--- config.mk ---
export PLATFORM = sky130hd
export DESIGN_NAME = bsdec_fir
export DESIGN_NICKNAME = d
export VERILOG_FILES = /design/src/rtl/bsdec_fir.sv
export SDC_FILE = /design/constraint.sdc
export NUM_CORES = 1
export LEC_CHECK = 0
export BUFFER_PORTS_ARGS = -buffer_cell sky130_fd_sc_hd__buf_4
export CORE_AREA = 10 10 130 132
export CTS_CLUSTER_SIZE = 14
export DETAILED_ROUTE_END_ITERATION = 16
export DIE_AREA = 0 0 140 142
export PLACE_DENSITY = 0.77
export SLEW_MARGIN = 20
export SYNTH_ARGS = -nofsm -noshare
export SYNTH_HDL_FRONTEND = slang
export SYNTH_SLANG_ARGS = --single-unit
--- constraint.sdc ---
create_clock -name clk -period 22.1 [get_ports clk]
set_input_delay 4.42 -clock clk [delete_from_list [all_inputs] [get_ports clk]]
set_output_delay 4.42 -clock clk [all_outputs]
set_load 0.05 [all_outputs]
--- src/rtl/bsdec_fir.sv ---
module bsdec_fir #(
  parameter int NTAPS = 32,
  parameter int CW    = 16,
  parameter int DECIM = 8
) (
  input  logic                          clk,
  input  logic                          rst,
  input  logic                          in_valid,
  input  logic                          in_bit,
  output logic                          out_valid,
  output logic signed [CW+$clog2(NTAPS):0] out_data
);

  localparam int AW = CW + $clog2(NTAPS) + 1;
  localparam int PW = (DECIM > 1) ? $clog2(DECIM) : 1;
  localparam int FW = $clog2(NTAPS + 1);

  function automatic logic signed [CW-1:0] coef(input int k);
    int t;
    t = (k + 1 < NTAPS - k) ? k + 1 : NTAPS - k;
    return CW'(256 * t - 600);
  endfunction

  function automatic logic signed [AW-1:0] abs_total();
    logic signed [AW-1:0] s;
    logic signed [AW-1:0] c;
    s = '0;
    for (int k = 0; k < NTAPS; k++) begin
      c = AW'(coef(k));
      s = s + ((c < 0) ? -c : c);
    end
    return s;
  endfunction

  localparam logic signed [AW-1:0] BOUND = abs_total();

  logic [NTAPS-1:0] dline_q;
  logic [PW-1:0]    phase_q;
  logic [FW-1:0]    fill_q;

  // newest bit sits at index 0
  logic [NTAPS-1:0] nxt;
  assign nxt = {dline_q[NTAPS-2:0], in_bit};

  logic signed [AW-1:0] term [NTAPS];
  logic signed [AW-1:0] acc;

  for (genvar k = 0; k < NTAPS; k++) begin : g_tap
    localparam logic signed [AW-1:0] CK = AW'(coef(k));
    assign term[k] = nxt[k] ? -CK : CK;
  end

  always_comb begin
    acc = '0;
    for (int k = 0; k < NTAPS; k++) acc = acc + term[k];
  end

  logic last, full, emit;
  assign last = (phase_q == PW'(DECIM - 1));
  assign full = (fill_q == FW'(NTAPS));
  assign emit = in_valid && last && (full || fill_q == FW'(NTAPS - 1));

  always_ff @(posedge clk) begin
    if (rst) begin
      dline_q   <= '0;
      phase_q   <= '0;
      fill_q    <= '0;
      out_valid <= 1'b0;
      out_data  <= '0;
    end else begin
      out_valid <= emit;
      if (in_valid) begin
        dline_q <= nxt;
        phase_q <= last ? '0 : phase_q + 1'b1;
        if (!full) fill_q <= fill_q + 1'b1;
      end
      if (emit) out_data <= acc;
    end
  end

  AST_FROM_ACCEPT: assert property (@(posedge clk) disable iff (rst)
    out_valid |-> $past(in_valid));
  AST_GROUP_START: assert property (@(posedge clk) disable iff (rst)
    out_valid |-> phase_q == '0);
  AST_NO_EARLY: assert property (@(posedge clk) disable iff (rst)
    out_valid |-> fill_q == FW'(NTAPS));
  AST_NO_OVERFLOW: assert property (@(posedge clk) disable iff (rst)
    out_valid |-> (out_data <= BOUND && out_data >= -BOUND));
  AST_IDLE_HOLD: assert property (@(posedge clk) disable iff (rst)
    !in_valid |=> ($stable(dline_q) && $stable(phase_q) && !out_valid));
  AST_DATA_HOLD: assert property (@(posedge clk) disable iff (rst)
    !out_valid |-> $stable(out_data));

endmodule

==> results.txt <==
----------------------------------------------------
[Status]
  Result of the run ... complete, no violations

[Timing]
  Number of hold violations in the final report ... 0
  Timing-limited maximum frequency ... around 94 MHz
  Number of max-slew violations in the final report ... 0
  Max transition margin ... 0.532
  Shortest clock period the worst path allows after layout ... about 11000 ps
  Period utilization ... 0.481
  Unrepaired setup endpoints after global routing ... no
  Final setup TNS ... 0 ps
  Setup violation total in the final timing report ... 0
  Worst Tran Pin Value ... roughly 700 ps
  Hold Slack ... 454 ps
  Clock tree skew after final layout ... approximately 8 ps

[Worst setup path]
  Critical setup path kind ... primary input to flip-flop
  R2R setup slack ... approximately 15000 ps
  Critical Path End Type ... flip-flop
  Cells traversed along the worst timing path ... buf_4 -> inv_1 -> ha_1 -> inv_1 -> fa_1 -> fa_1 -> fa_1 -> inv_1 -> fa_1 -> fa_1 -> fa_1 -> inv_1 -> fa_1 -> inv_1 -> ha_1 -> inv_1 -> fa_1 -> and2b_1 -> o2111ai_1 -> a211o_1 -> a2111o_1 -> nand3_1
  Worst setup SP type ... primary input
  Crit path arrival time ... about 11000 ps
  Data required time at the worst endpoint ... 22390 ps
  FF-to-FF End ... out_data[17]
  Critical path peak fanout ... 5
  Length in cells of the worst reg-to-reg path ... 23
  Max incr delay on CP ... roughly 580 ps
  Crit path top cell by count ... sky130_fd_sc_hd__fa_1
  Launching point of the worst reg2reg path ... dline_q[10]
  Slowest stage cell, crit path ... sky130_fd_sc_hd__fa_1

[Detailed routing]
  Number of vias per cell ... slightly above 5
  DR vias ... 5167
  DR pass1 iterations ... 4
  Antenna-violating nets left ... 0
  Total detailed-routing wirelength ... roughly 16 mm
  Detailed router's first-iteration violation count ... around 220
  Average wire per cell in the routed design ... 15.8 microns
  Post-route DRC violation count ... 0

[CTS]
  Post-CTS resize count ... 0
  Clock H-tree levels ... 3
  Total clock buffers created by CTS ... 9
  Buffers inserted by post-CTS timing repair ... 0
  CTS Sinks ... 59
  Max clock buf depth ... 2
  TritonCTS clock tree ... built
  Hold Buf Count CTS ... 0
  CTS clk-pin slew, worst paths ... 50 ps
  Library cell used as clock root buffer ... sky130_fd_sc_hd__clkbuf_16
  Clock insertion delay at the later pin of the skew report ... around 350 ps

[Die]
  Die extent in y ... approximately 140 microns
  Number of primary I/O pins ... 27
  Initial cell density of the core ... 0.588
  Row count ... 44
  Core footprint ... approximately 14000 sq um
  Overall die width ... around 140 microns
  Die outline area ... 19900 sq um

[Run]
  Count of max-cap constraint violations ... 0

[Worst hold path]
  Kind of path behind the tightest hold check ... flip-flop to flip-flop
  Beginning of the worst hold path ... out_data[13]
  Number of cells on the worst hold path ... 2
  Hold Path End ... out_data[13]

[Finish]
  Antenna diodes ... 0
  Reg area ... about 1200 sq um
  Area used by multi-input combinational logic ... a little over 6000 sq um
  Number of standard cells in the final layout excluding fillers ... 1011
  FILL cells ... around 1100
  Layout cells sized above 1 ... 0.0556
  Number of nets in the layout ... between 1000 and 1500
  Core occupancy in the finished layout ... 0.629
  Area Overhead vs Synth ... 6.97%

[Synthesis]
  Number of warning messages in the yosys log ... 0
  Most numerous cell types in the synthesized netlist ... 257 x sky130_fd_sc_hd__inv_1, 213 x sky130_fd_sc_hd__fa_1, 59 x sky130_fd_sc_hd__dfxtp_1
  Most instantiated flip-flop cell in the synthesis netlist ... sky130_fd_sc_hd__dfxtp_1
  Most repeated cell in the gate-level netlist after synthesis ... sky130_fd_sc_hd__inv_1
  Biggest area consumer among synthesized cells ... sky130_fd_sc_hd__fa_1
  Netlist area before placement ... approximately 8400 sq um
  Top cells by area, synth ... sky130_fd_sc_hd__fa_1 51%, sky130_fd_sc_hd__dfxtp_1 14%, sky130_fd_sc_hd__inv_1 11%
  Synth Instances ... 806
  Area share of the largest cell type after synthesis ... 0.507
  Number of distinct library cells after synthesis ... 52
  Post-synthesis average cell area ... 10.4 sq um
  Post-synth EDFFs ... 0
  Sequential cell area fraction in the yosys report ... 0.140
  Number of flip-flops and latches in the synthesized netlist ... slightly below 60
  Async S/R FF share, synth ... 0

[GRT]
  Via count of the first global-routing pass ... approximately 5900
  Antenna violations before repair ... 0
  Global Route Usage Sum ... 0.175
  First-pass GRT wire length ... between 20 and 30 mm
  Overflow left after global routing ... 0
  Pin count of the biggest net entering global routing ... 60

[Pwr]
  Pwr Density ... 84.6 nW/um^2
  Leak ... 0.00433 uW
  Maximum ir drop on the vdd rail ... approximately 0.00011 V

[Placed design]
  Detailed placement HPWL ... 13.4 mm
  IO buf count ... 22
  RD Place Congestion ... between 0.8 and 0.9
  Number of instances in the placed design ... approximately 1000

----------------------------------------------------
==> where the power goes <==
group,internal (uW),switching (uW)
logic,205,307
clock network,89.6,52.2
registers,107,0.810
total,402,360
==> worst max path at each step <==
stage / startpoint / to / slack (ps) / cells past startpoint
5_1_grt: in_bit / out_data[17] / 11130 / 22
3_3_place_gp: in_bit / out_data[17] / 11320 / 22
6_report: in_bit / out_data[17] / 11460 / 22
3_5_place_dp: in_bit / out_data[17] / 11150 / 22
4_1_cts: in_bit / out_data[17] / 11470 / 22
2_1_floorplan: in_bit / out_data[17] / 11660 / 21
==> sequential cells by signal, indices dropped and copies added, names as in the netlist <==
register,flops
out_valid,1
phase_q,3
dline_q,31
fill_q,6
out_data,18
==> routing by layer <==
metal  vias to the layer above  GRT usage  wire, microns
met5                         -          0              0
met4                         0     0.0424            175
met3                        11     0.0344            534
met2                        56      0.304           8450
met1                      2708      0.222           6780
li1                       2392          -              -
==> area by class of cell <==
class	instances	area share
clock buffer	11	0.0270
timing repair buffer	22	0.0183
tap	184	0.0256
sequential	59	0.131
inverter	257	0.107
clock inverter	4	0.00570
multi-input combinational	474	0.685
==> stage by stage <==
| stage | power (uW) | area [sq um] | worst slack (ps) |
|---|---|---|---|
| floorplan | 508 | 8430 | 11660 |
| finish | 761 | 9000 | 11460 |
| CTS | 768 | 9000 | 11470 |
| global route | 835 | 9000 | 11130 |
| detailed placement | 616 | 8710 | 11150 |
| global placement | 606 | 8710 | 11320 |
==> critical path: cells and delay by family <==
kind            cells  cell delay [ps]
buf+inv             7              550
compound gates      3              960
fa+ha+maj          10             4700
simple gates        2              300
==> cell families after synthesis <==
kind of cell,after synthesis,synth area share
buffers and inverters,276,0.128
xor gates and xnor gates,7,0.00729
adders and majority gates,253,0.566
and+or+nand+nor,117,0.0648
DFF,59,0.140
other,1,0.000446
muxes,34,0.0404
AOI/OAI and AO/OA,59,0.0522
==> cells in the final DEF, fill, tap and decap left out, types with 9 or more instances in the layout <==
cell                        Yosys  routed
sky130_fd_sc_hd__inv_1        257     257
sky130_fd_sc_hd__fa_1         213     213
sky130_fd_sc_hd__dfxtp_1       59      59
sky130_fd_sc_hd__nor2_1        50      50
sky130_fd_sc_hd__ha_1          40      40
sky130_fd_sc_hd__mux2i_1       34      34
sky130_fd_sc_hd__nand2_1       25      25
sky130_fd_sc_hd__buf_4          6      22
sky130_fd_sc_hd__a21oi_1       19      19
sky130_fd_sc_hd__nand3_1       13      13
sky130_fd_sc_hd__clkbuf_16      0       9
(Power assumes the default switching activity.)
